===== src/rtl/mcg_pkg.sv =====
package mcg_pkg;

  // Strobes the control path hands to the datapath each cycle.
  typedef struct packed {
    logic capture;  // latch a legal counter-write request
    logic advance;  // move the pending request to the compare stage
    logic decide;   // compare and produce the verdict
  } guard_strobe_t;

endpackage


===== src/rtl/mcg_ctrl.sv =====
module mcg_ctrl
  import mcg_pkg::*;
#(
  parameter int WORDS      = 16,
  parameter int ADDR_W     = 10,
  parameter int CNT_W      = 9,
  parameter int FRAME_CLKS = 40
) (
  input  logic              clk,
  input  logic              rstN,
  input  logic              reqValid,
  input  logic              reqIncr,
  input  logic [ADDR_W-1:0] reqAddr,
  input  logic [CNT_W-1:0]  reqClocks,
  input  logic              wel,
  output guard_strobe_t     strobe,
  output logic              rdEn,
  output logic              plainDeny
);

  localparam int REGION_BYTES = WORDS * 2;

  logic inRegion;
  logic exactLen;
  logic evenAddr;
  logic formed;
  logic s1Live;
  logic s2Live;

  assign inRegion = reqAddr < ADDR_W'(REGION_BYTES);
  assign exactLen = reqClocks == CNT_W'(FRAME_CLKS);
  assign evenAddr = ~reqAddr[0];
  assign formed   = reqValid & reqIncr & evenAddr & inRegion & exactLen & wel;

  always_ff @(posedge clk or negedge rstN) begin
    if (!rstN) begin
      s1Live    <= 1'b0;
      s2Live    <= 1'b0;
      plainDeny <= 1'b0;
    end else begin
      s1Live    <= formed;
      s2Live    <= s1Live;
      plainDeny <= reqValid & ~reqIncr & inRegion;
    end
  end

  assign rdEn = s1Live;

  always_comb begin
    strobe.capture = formed;
    strobe.advance = s1Live;
    strobe.decide  = s2Live;
  end

endmodule


===== src/rtl/mcg_datapath.sv =====
module mcg_datapath
  import mcg_pkg::*;
#(
  parameter int WORDS  = 16,
  parameter int WORD_W = 16
) (
  input  logic                     clk,
  input  logic                     rstN,
  input  guard_strobe_t            strobe,
  input  logic [$clog2(WORDS)-1:0] reqIdx,
  input  logic [WORD_W-1:0]        reqWord,
  input  logic [WORD_W-1:0]        rdWord,
  output logic [$clog2(WORDS)-1:0] rdIdx,
  output logic                     wrEn,
  output logic [$clog2(WORDS)-1:0] wrIdx,
  output logic [WORD_W-1:0]        wrWord,
  output logic                     incFlag,
  output logic                     clearWel
);

  localparam int IDX_W = $clog2(WORDS);

  logic [IDX_W-1:0]  s1Idx, s2Idx;
  logic [WORD_W-1:0] s1Cand, s2Cand;
  logic              prevEn;
  logic [IDX_W-1:0]  prevIdx;
  logic [WORD_W-1:0] prevWord;
  logic [WORD_W-1:0] stored;
  logic              greater;

  // Request pipeline: capture, then hold for the compare stage.
  always_ff @(posedge clk or negedge rstN) begin
    if (!rstN) begin
      s1Idx  <= '0;
      s1Cand <= '0;
      s2Idx  <= '0;
      s2Cand <= '0;
    end else begin
      if (strobe.capture) begin
        s1Idx  <= reqIdx;
        s1Cand <= reqWord;
      end
      if (strobe.advance) begin
        s2Idx  <= s1Idx;
        s2Cand <= s1Cand;
      end
    end
  end

  assign rdIdx = s1Idx;

  // Newest value of the counter: the commit leaving this cycle wins over
  // the one from the cycle before, which wins over the storage read.
  always_comb begin
    stored = rdWord;
    if (prevEn && prevIdx == s2Idx) stored = prevWord;
    if (wrEn && wrIdx == s2Idx)     stored = wrWord;
  end

  assign greater = s2Cand > stored;

  always_ff @(posedge clk or negedge rstN) begin
    if (!rstN) begin
      wrEn     <= 1'b0;
      wrIdx    <= '0;
      wrWord   <= '0;
      incFlag  <= 1'b0;
      clearWel <= 1'b0;
      prevEn   <= 1'b0;
      prevIdx  <= '0;
      prevWord <= '0;
    end else begin
      prevEn   <= wrEn;
      prevIdx  <= wrIdx;
      prevWord <= wrWord;
      wrEn     <= strobe.decide & greater;
      clearWel <= strobe.decide;
      if (strobe.decide) begin
        incFlag <= ~greater;
        if (greater) begin
          wrIdx  <= s2Idx;
          wrWord <= s2Cand;
        end
      end
    end
  end

endmodule


===== src/rtl/mono_counter_guard.sv =====
module mono_counter_guard
  import mcg_pkg::*;
#(
  parameter int WORDS      = 16,
  parameter int WORD_W     = 16,
  parameter int ADDR_W     = 10,
  parameter int CNT_W      = 9,
  parameter int FRAME_CLKS = 40
) (
  input  logic                     clk,
  input  logic                     rstN,
  input  logic                     reqValid,
  input  logic                     reqIncr,
  input  logic [ADDR_W-1:0]        reqAddr,
  input  logic [WORD_W-1:0]        reqWord,
  input  logic [CNT_W-1:0]         reqClocks,
  input  logic                     wel,
  output logic                     rdEn,
  output logic [$clog2(WORDS)-1:0] rdIdx,
  input  logic [WORD_W-1:0]        rdWord,
  output logic                     wrEn,
  output logic [$clog2(WORDS)-1:0] wrIdx,
  output logic [WORD_W-1:0]        wrWord,
  output logic                     incFlag,
  output logic                     clearWel,
  output logic                     plainDeny
);

  localparam int IDX_W = $clog2(WORDS);

  guard_strobe_t strobe;

  mcg_ctrl #(
    .WORDS(WORDS), .ADDR_W(ADDR_W), .CNT_W(CNT_W), .FRAME_CLKS(FRAME_CLKS)
  ) u_ctrl (
    .clk(clk), .rstN(rstN), .reqValid(reqValid), .reqIncr(reqIncr),
    .reqAddr(reqAddr), .reqClocks(reqClocks), .wel(wel),
    .strobe(strobe), .rdEn(rdEn), .plainDeny(plainDeny)
  );

  mcg_datapath #(
    .WORDS(WORDS), .WORD_W(WORD_W)
  ) u_dp (
    .clk(clk), .rstN(rstN), .strobe(strobe),
    .reqIdx(reqAddr[IDX_W:1]), .reqWord(reqWord), .rdWord(rdWord),
    .rdIdx(rdIdx), .wrEn(wrEn), .wrIdx(wrIdx), .wrWord(wrWord),
    .incFlag(incFlag), .clearWel(clearWel)
  );

endmodule


===== config.mk =====
export PLATFORM = sky130hd
export DESIGN_NAME = mono_counter_guard
export DESIGN_NICKNAME = d
export VERILOG_FILES = /design/src/rtl/mcg_pkg.sv /design/src/rtl/mcg_ctrl.sv /design/src/rtl/mcg_datapath.sv /design/src/rtl/mono_counter_guard.sv
export SDC_FILE = /design/constraint.sdc
export NUM_CORES = 1
export LEC_CHECK = 0
export ABC_AREA = 1
export ABC_CLOCK_PERIOD_IN_PS = 2350
export BUFFER_PORTS_ARGS = -buffer_cell sky130_fd_sc_hd__buf_2
export CORE_AREA = 5 5 121 95
export CTS_CLUSTER_DIAMETER = 150
export DETAILED_ROUTE_END_ITERATION = 10
export DIE_AREA = 0 0 126 100
export PLACE_DENSITY = 0.7
export REMOVE_ABC_BUFFERS = 1
export SLEW_MARGIN = 5
export SYNTH_ARGS = -nofsm -noshare
export SYNTH_HDL_FRONTEND = slang
export SYNTH_SLANG_ARGS = --single-unit

===== constraint.sdc =====
create_clock -name clk -period 2.35 [get_ports clk]
set_clock_uncertainty 0.15 [all_clocks]
set_input_delay 0.3525 -clock clk [delete_from_list [all_inputs] [get_ports clk]]
set_output_delay 0.3525 -clock clk [all_outputs]
set_load 0.01 [all_outputs]

Word-level counts from Yosys, hierarchy flattened

Cells that the tools add are included.

Register bits: 87
Input bits: 56
Output and inout bits: 29
Logic and storage cells: 36

Order comparisons: 2
Equality and inequality tests: 3
Muxes and demuxes: 2
Bitwise gates (word level): 11
Reductions and logical operators: 3

Operators with widths:

| kind                | number |
|---|---|
| $mux 16             | 2 |
| $gt 16x16->1        | 1 |
| $lt 10x6->1 const B | 1 |
| $eq 9x6->1 const B  | 1 |
| $and 1x1->1         | 8 |
| $eq 4x4->1          | 2 |
| $not 1->1           | 3 |
| $logic_and 1x1->1   | 2 |
| $reduce_and 2->1    | 1 |

Depth between registers and ports, before layout

Gate-level depths: netlist of the first run.

Depth in word-level cells: 6
Gate-level depth with buffers: 22
Depth with buffers taken out: 21

By module

A second synthesis of the first run with hierarchy kept.

Cell total of the unflattened synthesis: 438
Area, all modules: 3991.3 sq um

Modules (own cells, without submodules):

| module       | times used | cells an instance | area an instance (sq um) | seq. area each (sq um) |
|---|---|---|---|---|
| mcg_datapath | 1          | 410               | 3803.6                   | 2102.0 |
| mcg_ctrl     | 1          | 28                | 187.7                    | 75.1 |

Worst setup path after synthesis of the first run

Ideal clock, no wire load.

Kind: register to register
Start point: register u_dp.s2Idx[2]
End point: register u_dp.wrIdx[0]
Library setup time: 0.117 ns
Data arrival time: 2.223 ns
Data required time: 2.083 ns
Path slack: -0.140 ns
Stages on the path, launching flop included: 15
Buffers on the path: 2
Clock period less this slack: 2.490 ns
Cell sequence: dfrtp_1 xor2_1 nor2_4 buf_2 nand4_1 nand3_1 o21ai_1 ha_1 nand2_1 nor2_1 nand4_1 o21a_1 buf_2 nand3_1 nand2_1

Word-level cells in the longest chain between the ends: 6
Elaborated cells on any way between the ends: 8
Those cells by class: order compare (1); eq/ne (2); mux (2); reduce/logical (3)

Ends and longest elaborated chain:

| item                                  | line               | text |
|---|---|---|
| from (decl)                           | mcg_datapath.sv:23 | `logic [IDX_W-1:0] s1Idx, s2Idx;` |
| from (signal assigned)                | mcg_datapath.sv:44 | `s2Idx <= s1Idx;` |
| $eq 4x4->1                            | mcg_datapath.sv:56 | `if (prevEn && prevIdx == s2Idx) stored = prevWord;` |
| $logic_and 1x1->1                     | mcg_datapath.sv:56 |  |
| $mux 16                               | mcg_datapath.sv:56 |  |
| $mux 16 (*)                           | mcg_datapath.sv:57 | `if (wrEn && wrIdx == s2Idx) stored = wrWord;` |
| $gt 16x16->1 (*)                      | mcg_datapath.sv:60 | `assign greater = s2Cand > stored;` |
| $reduce_and 2->1 (no source line) (*) | --                 |  |
| to (signal assigned)                  | mcg_datapath.sv:81 | `wrIdx <= s2Idx;` |
| to (decl)                             | mcg_datapath.sv:15 | `output logic [$clog2(WORDS)-1:0] wrIdx,` |

Every way passes the cells marked *; elsewhere a longest branch is shown, timed or not.
A chain may end at the register's enable or synchronous reset.

Worst setup path in the final report of the first run

Start point: register u_dp.s2Idx[2]
End point: register u_dp.incFlag

Word-level cells in the longest chain between the ends: 6
Elaborated cells on any way between the ends: 8
Those cells by class: order compare (1); eq/ne (2); mux (2); bitwise (1); reduce/logical (2)

Ends and longest elaborated chain:

| item                 | line               | text |
|---|---|---|
| $eq 4x4->1           | mcg_datapath.sv:56 |  |
| $logic_and 1x1->1    | mcg_datapath.sv:56 |  |
| $mux 16              | mcg_datapath.sv:56 |  |
| $mux 16 (*)          | mcg_datapath.sv:57 |  |
| $gt 16x16->1 (*)     | mcg_datapath.sv:60 |  |
| $not 1->1 (*)        | mcg_datapath.sv:79 | `incFlag <= ~greater;` |
| to (signal assigned) | mcg_datapath.sv:79 |  |
| to (decl)            | mcg_datapath.sv:17 | `output logic incFlag,` |

Marked as above.

==> results_dict.tcl, run 1 <==
set metrics [dict create \
    status "finished, violations left" \
    violations "negative setup slack" \
    routedWlPerCell_um 15.39 \
    clock_path_buffers 2 \
    grt_max_degree 42 \
    synth.largest_area_cell "dfrtp_1" \
    period_minus_slack_ns 2.708 \
    diodes 0 \
    grt_use_total_pct 17.53 \
    die_width_um 126 \
    avgSynthCellArea_um2 9.615 \
    yosys_warnings 0 \
    hold_path_class "in2reg" \
    startpoint_type "flip-flop" \
    grt_util_met3_pct 4.521 \
    n_fill_cell 900 \
    rr_endpoint "u_dp.incFlag" \
    clockRootBuffer "clkbuf_16" \
    worstPathCellList "xor2_1 -> nor2_2 -> nand3_2 -> buf_6 -> buf_16 -> o21ai_1 -> ha_1 -> nand2_1 -> nor2_1 -> nor2_1 -> nand2_1 -> nand2_1 -> nand2_2 -> nand2_4 -> buf_12 -> inv_2 -> nor2_1" \
    insertion_delay_ns 0.34 \
    min_period_over_period_pct 115.2 \
    critical_path_class "reg2reg" \
    core-area_mm2 0.01009 \
    multi_input_area_mm2 0.001752 \
    grt-ovfl-total 0 \
    endpoint_kind "flip-flop" \
    dr.pass1.iters 5 \
    first_global_vias 3618 \
    antenna_left 0 \
    synth_top_area_share_pct 53.65 \
    ioPinCount 85 \
    layout-drive-gt1-share_pct 38.26 \
    crit_required_ns 2.47 \
    drv_slew 0 \
    synth_area_leaders "dfrtp_1 (54%), nand2_1 (11%), nand4_1 (5.7%)" \
    ys_types 31 \
    die_area_mm2 0.01260 \
    finalHoldViolCount 0 \
    peakVddDrop_mv 0.2969 \
    grt_antenna_before_repair 0 \
    worstMarginPinSlew_ns 0.7231 \
    route.detailed.drc 0 \
    port_buffers 84 \
    worst_r2r_path_depth 17 \
    netlist_area_mm2 0.004058 \
    via_per_inst 5.149 \
    start_util_pct 40.22 \
    critPathLaunch "u_dp.s2Idx[2]" \
    regArea_mm2 0.002178 \
    cp_slowest_cell "dfrtp_1" \
    synthFlopType "dfrtp_1" \
    synth_xor_area_share_pct 0.4317 \
    synth_edf_count 0 \
    synth_common_cells "nand2_1 (117), dfrtp_1 (87), nand3_1 (38), nand4_1 (37), o21ai_1 (19)" \
    synth_mux_area_share_pct 4.440 \
    power_density_mw_per_mm2 596.5 \
    critPathBufInv 4 \
    yosysSeqAreaShare_pct 53.65 \
    clkSlewWorstSetupHoldPaths_ns 0.07 \
    drt_iter0_drc 302 \
    vias 3486 \
    p_leak_nw 2.964 \
    synth.most_common_cell "nand2_1" \
    synth_compound_area_share_pct 4.749 \
    path_max_fanout 15 \
    cts_buffers 9 \
    ys_ff_latch 87 \
    num_rows 32 \
    p_total_mw 3.189 \
    clock_sinks 87 \
    finalSetupViolations 22 \
    grt_use_met2_pct 27.67 \
    fp.dieH_um 100 \
    routed_wl_um 10420 \
    async_flop_share_pct 100.0 \
    synthAdderAreaFrac_pct 4.934 \
    synth_cells 422 \
    cts_tree "yes" \
    relSlewSlack_pct 51.79 \
    cts-htree-levels 3 \
    crit_path_end "u_dp.incFlag" \
    dpl.hpwl_um 7364 \
    critPathArrivalTime_ns 2.82 \
    post-place-ws_ns -0.4047 \
    syn_to_final_growth_pct 31.76 \
    busiest_layer "met2" \
    timing.fmax_mhz 369.2 \
    cap_violations 0 \
    synth_top_family_by_area "simple AND/OR/NAND/NOR gates" \
    r2r_setup_slack_ns -0.36 \
    postLayoutSetupSlackWorst_ns -0.3582 \
    yosys.area_share.simple_pct 26.55 \
    cp.depth 17 \
    max_stage_delay_ns 0.43 \
    grt_pass1_wl_um 17770 \
    use_met1_pct 23.61 \
    crit-reg2reg-launch "u_dp.s2Idx[2]" \
    finish.utilization_pct 52.99 \
    rsz0062_at_grt "true" \
    gp_congestion 0.8742 \
    nNetsFinal 608 \
    cpLargestDelayFamily "simple AND/OR/NAND/NOR gates" \
]
## flip-flops by register name, indices dropped and copies added (netlist names)
| signal | count |
|---|---|
| u_dp.s2Cand | 16 |
| u_dp.s2Idx | 4 |
| u_dp.prevEn | 1 |
| u_dp.wrIdx | 4 |
| u_dp.wrEn | 1 |
| u_dp.prevIdx | 4 |
| u_ctrl.s2Live | 1 |
| u_dp.incFlag | 1 |
| u_dp.wrWord | 16 |
| u_dp.rdIdx | 4 |
| u_ctrl.rdEn | 1 |
| u_ctrl.plainDeny | 1 |
| u_dp.s1Cand | 16 |
| u_dp.prevWord | 16 |
| u_dp.clearWel | 1 |
## metrics by stage
stage,setup TNS [ns],std cells,hold WS [ns],instance area (um2)
2_1_floorplan,-27.28,398,-0.09309,3914
3_3_place_gp,-7.312,649,0.2136,4802
6_report,-7.378,677,0.02679,5346
5_1_grt,-11.21,677,0.03153,5346
3_5_place_dp,-8.346,649,0.2238,4802
4_1_cts,-7.109,674,0.01266,5301
## logic make-up (layout without fill, tap and decap cells)
family                   after synthesis  in the layout
XOR/XNOR                               2              2
AND/OR/NAND/NOR                      223            223
adder cells (fa/ha/maj)               16             16
multiplexers                          16             16
buffers and inverters                 42            161
flip-flops                            87             87
AO/OA/AOI/OAI                         36             36
## timing repair
item                       4_1_cts  5_1_grt
hold buffers                     1        0
gates cloned                     1        0
hold endpoints to repair        39        0
buffers inserted                 7        3
pin swaps                        3        5
resized for setup               24        8
setup endpoints to repair       22       22
## area by class of cell
type,instances,share of cell area [%]
clock buffer,9,4.212
tap,136,3.183
inverter,18,1.287
timing repair buffer,127,15.89
sequential,87,40.74
multi-input combinational,293,32.76
clock inverter,7,1.919
## metal layers
layer,wire length (um),vias to the layer above
li1,-,1673
met1,4888,1656
met2,4662,138
met3,676,19
met4,193,0
met5,0,-
## layout by cell type, fill, tap and decap left out, types with 8 or more instances in the layout
cell type / instances
o21ai_2: 9
clkbuf_16: 9
buf_2: 83
buf_4: 33
o21ai_1: 12
nor2_1: 8
nand2_1: 116
nand2_2: 11
mux2_2: 16
dfrtp_1: 86
ha_1: 15
nand4_1: 37
nand3_1: 34
inv_1: 10
## worst min-delay path by stage
stage          slack (ns)                to  depth (start not counted)     from
2_1_floorplan       -0.09  u_ctrl.plainDeny                          0     rstN
3_3_place_gp         0.21     u_dp.rdIdx[3]                          1     rstN
3_5_place_dp         0.22     u_dp.rdIdx[3]                          1     rstN
4_1_cts              0.01  u_ctrl.plainDeny                          2  reqIncr
5_1_grt              0.03  u_ctrl.plainDeny                          2  reqIncr
6_report             0.03  u_ctrl.plainDeny                          2  reqIncr
## where the power goes
| part | internal [mW] | switching (mW) | leakage [nW] | total [mW] |
|---|---|---|---|---|
| Sequential | 1.50 | 0.0000774 | 1.21 | 1.50 |
| Combinational | 0.0632 | 0.0780 | 1.60 | 0.141 |
| Clock | 0.946 | 0.605 | 0.157 | 1.55 |
| Total | 2.51 | 0.683 | 2.96 | 3.19 |
(Power assumes the default switching activity.)
==> run 2: changes to the inputs <==
- SKIP_LAST_GASP: default -> 1
==> run 2 against run 1 <==
  * The run still ends with negative setup slack left
  * Combinational power is 8% higher
  * Non-clock buffer count up 4
  * Sequential power barely moved
  * Clock power barely moved
  * Routed wire length increased by 8.4%
  * Register-to-register slack lost 0.12 ns
  * Clock-buffer cell count is the same
  * Sequential share of layout area down 1.4 points
  * Fmax is 4.4% lower
  * Die area did not move
  * Critical path type unchanged
  * Critical endpoint unchanged
  * Highest routed layer unchanged
==> results_dict.tcl, run 2 (same netlist as run 1, synthesis figures left out) <==
set metrics [dict create \
    die_width_um 126 \
    n_fill_cell 873 \
    crit_required_ns 2.47 \
    relSlewSlack_pct 51.66 \
    routed_wl_um 11290 \
    num_rows 32 \
    cpLargestDelayFamily "simple AND/OR/NAND/NOR gates" \
    startpoint_type "flip-flop" \
    peakVddDrop_mv 0.2509 \
    violations "negative setup slack" \
    path_max_fanout 7 \
    postLayoutSetupSlackWorst_ns -0.4831 \
    max_stage_delay_ns 0.43 \
    first_global_vias 3604 \
    clock_path_buffers 2 \
    rsz0062_at_grt "true" \
    start_util_pct 40.22 \
    grt_antenna_before_repair 0 \
    insertion_delay_ns 0.34 \
    post-place-ws_ns -0.4047 \
    min_period_over_period_pct 120.6 \
    mostFrequentLayoutCell "nand2_1" \
    dpl.hpwl_um 7364 \
    critical_path_class "reg2reg" \
    endpoint_kind "flip-flop" \
    period_minus_slack_ns 2.833 \
    cts_buffers 9 \
    syn_to_final_growth_pct 36.57 \
    drv_slew 0 \
    cts_tree "yes" \
    cts-htree-levels 3 \
    layout-drive-gt1-share_pct 42.20 \
    power_density_mw_per_mm2 579.1 \
    die_area_mm2 0.01260 \
    route.detailed.drc 0 \
    cap_violations 0 \
    critPathArrivalTime_ns 2.95 \
    gp_congestion 0.8742 \
    drt_iter0_drc 327 \
    clkSlewWorstSetupHoldPaths_ns 0.07 \
    dr.pass1.iters 4 \
    grt_pass1_wl_um 17730 \
    status "finished, violations left" \
    antenna_left 0 \
    grt-ovfl-total 0 \
    routedWlPerCell_um 16.58 \
    diodes 0 \
    grt_use_total_pct 17.45 \
    finalHoldViolCount 0 \
    vias 3552 \
    finalSetupViolations 22 \
    grt_max_degree 42 \
    cp_slowest_cell "dfrtp_1" \
    p_leak_nw 3.013 \
    worstMarginPinSlew_ns 0.7250 \
    worstPathCellList "xor2_1 -> nor2_2 -> nand3_4 -> clkbuf_16 -> nand3_2 -> o21ai_2 -> ha_1 -> nand2_2 -> nor2_2 -> nand4_1 -> o21a_4 -> nand2_8 -> clkbuf_16 -> inv_2 -> nor2_1" \
    hold_path_class "in2reg" \
    layout_common_cells "nand2_1 (108), dfrtp_1 (86), buf_2 (83)" \
    port_buffers 84 \
    fp.dieH_um 100 \
    core-area_mm2 0.01009 \
    critPathBufInv 3 \
    via_per_inst 5.216 \
    clock_sinks 87 \
    clockRootBuffer "clkbuf_16" \
    nNetsFinal 612 \
    timing.fmax_mhz 353.0 \
    ioPinCount 85 \
    holdWs_ns 0.02519 \
]
run 2: cell count changes in the layout (fill, tap and decap cells not counted), sizes merged:
| cell | change |
|---|---|
| clkbuf | +3 |
| buf | +1 |
run 2: area by class of cell:
cell class | count | area (um2) | area share (%)
tap | 136 | 170.2 | 3.071
clock inverter | 7 | 102.6 | 1.851
timing repair buffer | 131 | 927.1 | 16.73
clock buffer | 9 | 225.2 | 4.064
sequential | 87 | 2178 | 39.31
inverter | 18 | 68.82 | 1.242
multi-input combinational | 293 | 1869 | 33.73
run 2: worst register-to-register path, cell delays in order, from the launching register on:
cell and delay [ns]:
dfrtp_1 0.43, xor2_1 0.17, nor2_2 0.23, nand3_4 0.17
clkbuf_16 0.21, nand3_2 0.08, o21ai_2 0.06, ha_1 0.30
nand2_2 0.07, nor2_2 0.13, nand4_1 0.11, o21a_4 0.29
nand2_8 0.10, clkbuf_16 0.14, inv_2 0.03, nor2_1 0.08
run 2: final timing paths:
| check | cells past startpoint | to | startpoint | slack, ns |
|---|---|---|---|---|
| max | 15 | u_dp.incFlag | u_dp.s2Idx[2] | -0.48 |
| min | 2 | u_ctrl.plainDeny | reqIncr | 0.03 |
| max reg2reg | 15 | u_dp.incFlag | u_dp.s2Idx[2] | -0.48 |
| min reg2reg | 0 | u_dp.prevWord[14] | u_dp.wrWord[14] | 0.29 |
| max in group asynchronous | 3 | u_dp.s2Idx[0] | rstN | 1.08 |
| min in group asynchronous | 2 | u_dp.rdIdx[1] | rstN | 0.38 |
run 2: timing repair:
item,in CTS,in global routing
setup endpoints to repair,22,22
cloned,1,4
hold buffers,1,0
endpoints found under the hold margin,39,0
buffers inserted,7,4
resized for setup,19,42
pin swaps,3,11
run 2: power by group:
group / switching (mW) / internal [mW] / total [mW]
Combinational: 0.0840 / 0.0675 / 0.152
Sequential: 0.0000775 / 1.50 / 1.50
Clock: 0.614 / 0.946 / 1.56
Total: 0.698 / 2.51 / 3.21
run 2: metrics by stage:
step                power (mW)  std cells  TNS, ns  util (%)  instance area [um2]
CTS                      3.219        674   -7.497     52.33                 5280
detailed placement       1.662        649   -8.346     47.59                 4802
floorplan                1.567        398   -27.28         -                 3914
global placement         1.658        649   -7.312     47.59                 4802
finish                   3.209        681   -10.11     54.92                 5542
global route             3.330        681   -12.78     54.92                 5542
run 2: layer usage:
layer | track usage, % | vias to the layer above | part of all wire [%] | wire [um]
met2 | 27.26 | 142 | 46 | 5228
met3 | 4.628 | 15 | 6.7 | 758
met1 | 23.72 | 1715 | 46 | 5138
met4 | 6.018 | 0 | 1.5 | 165
met5 | 0 | - | 0 | 0
li1 | - | 1680 | - | -
==> run 3: changes to the inputs <==
- ABC_AREA: 1 -> 0
- CORE_AREA: 5 5 121 95 -> 10 10 124 98
- DIE_AREA: 0 0 126 100 -> 0 0 134 108
==> run 3 against run 2 <==
  * The flow still finishes with violations (negative setup slack)
  * Routed wire length shrank 23%
  * Critical path type unchanged
  * Non-clock buffer count is 2 lower
  * Largest power group is now sequential cells
  * Die area increased by 15%
==> results_dict.tcl, run 3 <==
set metrics [dict create \
    status "finished, violations left" \
    violations "negative setup slack" \
    layout_common_cells "dfrtp_1 (87), buf_2 (83), mux2_2 (54)" \
    timing.fmax_mhz 286.9 \
    endpoint_kind "flip-flop" \
    gp_congestion 0.8016 \
    post-place-ws_ns -1.156 \
    first_global_vias 2869 \
    avgSynthCellArea_um2 15.27 \
    worstPathCellList "xor2_2 -> nor4_4 -> buf_6 -> mux2_2 -> mux2i_2 -> ha_1 -> a21oi_1 -> a2111o_1 -> a31oi_4 -> buf_12 -> mux2_2" \
    ioPinCount 85 \
    crit_required_ns 2.41 \
    startpoint_type "flip-flop" \
    drt_iter0_drc 146 \
    p_leak_nw 2.679 \
    cts_tree "yes" \
    hold_path_class "in2reg" \
    worstMarginPinSlew_ns 0.6048 \
    postLayoutSetupSlackWorst_ns -1.135 \
    synth_cells 253 \
    route.detailed.drc 0 \
    p_seq_share_pct 49.4 \
    core-area_mm2 0.009889 \
    path_max_fanout 12 \
    critPathBufInv 2 \
    nNetsFinal 456 \
    clockRootBuffer "clkbuf_16" \
    vias 2520 \
    cts-htree-levels 3 \
    dr.pass1.iters 4 \
    clock_path_buffers 2 \
    die_area_mm2 0.01447 \
    synthFlopType "dfrtp_1" \
    period_minus_slack_ns 3.485 \
    finalSetupViolations 22 \
    synth.largest_area_cell "dfrtp_1" \
    multi_input_area_mm2 0.001673 \
    finalHoldViolCount 0 \
    via_per_inst 4.800 \
    r2r_setup_slack_ns -1.14 \
    cpLargestDelayFamily "multiplexers" \
    start_util_pct 39.06 \
    peakVddDrop_mv 0.3489 \
    ys_ff_latch 87 \
    grt_antenna_before_repair 0 \
    p_sw_share_pct 21.15 \
    internal-power_mw 2.390 \
    synth.most_common_cell "dfrtp_1" \
    max_stage_delay_ns 0.45 \
    n_fill_cell 846 \
    p_switching_mw 0.6411 \
    ys_types 31 \
    layout-drive-gt1-share_pct 58.61 \
    critPathArrivalTime_ns 3.55 \
    grt_max_degree 47 \
    yosysSeqAreaShare_pct 56.37 \
    synth_area_leaders "dfrtp_1 (56%), mux2_2 (16%), mux2_4 (7.0%)" \
    insertion_delay_ns 0.33 \
    routedWlPerCell_um 16.59 \
    antenna_left 0 \
    cap_violations 0 \
    p_clk_share_pct 46.2 \
    power_frac_comb_pct 4.4 \
    critical_path_class "reg2reg" \
    synth_common_cells "dfrtp_1 (87), mux2_2 (56), mux2_4 (18), ha_1 (16), mux2i_1 (16)" \
    finish.utilization_pct 52.07 \
    dpl.hpwl_um 6643 \
    rsz0062_at_grt "true" \
    drv_slew 0 \
    grt_pass1_wl_um 14570 \
    power_density_mw_per_mm2 588.6 \
    grt-ovfl-total 0 \
    synth_top_area_share_pct 56.37 \
    mostFrequentLayoutCell "dfrtp_1" \
    fp.dieH_um 108 \
    crit_top_cell "mux2_2" \
    cp_slowest_cell "a2111o_1" \
    cts_buffers 9 \
    regArea_mm2 0.002177 \
    min_period_over_period_pct 148.3 \
    die_width_um 134 \
    yosys_warnings 0 \
    synth_edf_count 0 \
    num_rows 32 \
    netlist_area_mm2 0.003862 \
    syn_to_final_growth_pct 33.33 \
    diodes 0 \
    routed_wl_um 8709 \
    clock_sinks 87 \
    async_flop_share_pct 100.0 \
    relSlewSlack_pct 59.68 \
    grt_use_total_pct 12.71 \
    clkSlewWorstSetupHoldPaths_ns 0.06 \
    port_buffers 84 \
]
-- run 3: worst paths after layout --
check / start / to / depth (start not counted)
min reg2reg: u_dp.wrWord[4] / u_dp.prevWord[4] / 0
min in group asynchronous: rstN / u_dp.prevWord[10] / 2
max in group asynchronous: rstN / u_dp.wrWord[5] / 3
max reg2reg: u_dp.prevIdx[0] / u_dp.wrIdx[0] / 11
max: u_dp.prevIdx[0] / u_dp.wrIdx[0] / 11
min: reqIncr / u_ctrl.plainDeny / 2
-- run 3: final cells by class --
cell class	count	area share [%]
well taps	136	3.304
clock buffers	9	4.373
multi-input cells	156	32.48
flip-flops and latches	87	42.27
clock inverters	7	1.409
repair buffers	129	16.08
inverters	1	0.07289
-- run 3: logic make-up (layout without fill, tap and decap cells) --
family	count (synthesis)	count (layout)	synth area share (%)
multiplexers	90	90	27.47
flip-flops	87	87	56.37
AND/OR/NAND/NOR	26	26	4.179
adder cells (fa/ha/maj)	16	16	5.183
AO/OA/AOI/OAI	16	16	3.401
buffers and inverters	10	146	1.587
XOR/XNOR	8	8	1.814
-- run 3: routing by layer --
metal	wire, um	global-route usage (%)
met5	0	0
met4	87	4.109
met3	654	5.375
met2	3976	19.92
met1	3990	15.66
-- run 3: timing repair --
item	in CTS	in global routing
hold endpoints to repair	44	0
setup buffers	0	4
hold buffers	1	0
gates resized for setup	5	6
setup endpoints to repair	22	22
pin swaps	1	0
-- run 3: metrics by stage --
step | area (um2) | power (mW) | cells | setup TNS, ns | hold slack, ns
2_1_floorplan | 3805 | 1.563 | 244 | -79.86 | -0.09309
3_3_place_gp | 4760 | 1.653 | 504 | -22.89 | 0.2447
3_5_place_dp | 4760 | 1.656 | 504 | -24.62 | 0.2525
4_1_cts | 5090 | 3.066 | 521 | -24.36 | 0.02316
5_1_grt | 5150 | 3.152 | 525 | -27.27 | 0.03306
6_report | 5150 | 3.031 | 525 | -23.90 | 0.03361
-- run 3: power by group through the flow --
stage	clock, mW	combinational [mW]	sequential, mW
floorplan	0	0.0370	1.53
global placement	0	0.127	1.53
detailed placement	0	0.130	1.53
CTS	1.44	0.132	1.50
global route	1.50	0.154	1.50
finish	1.40	0.134	1.50
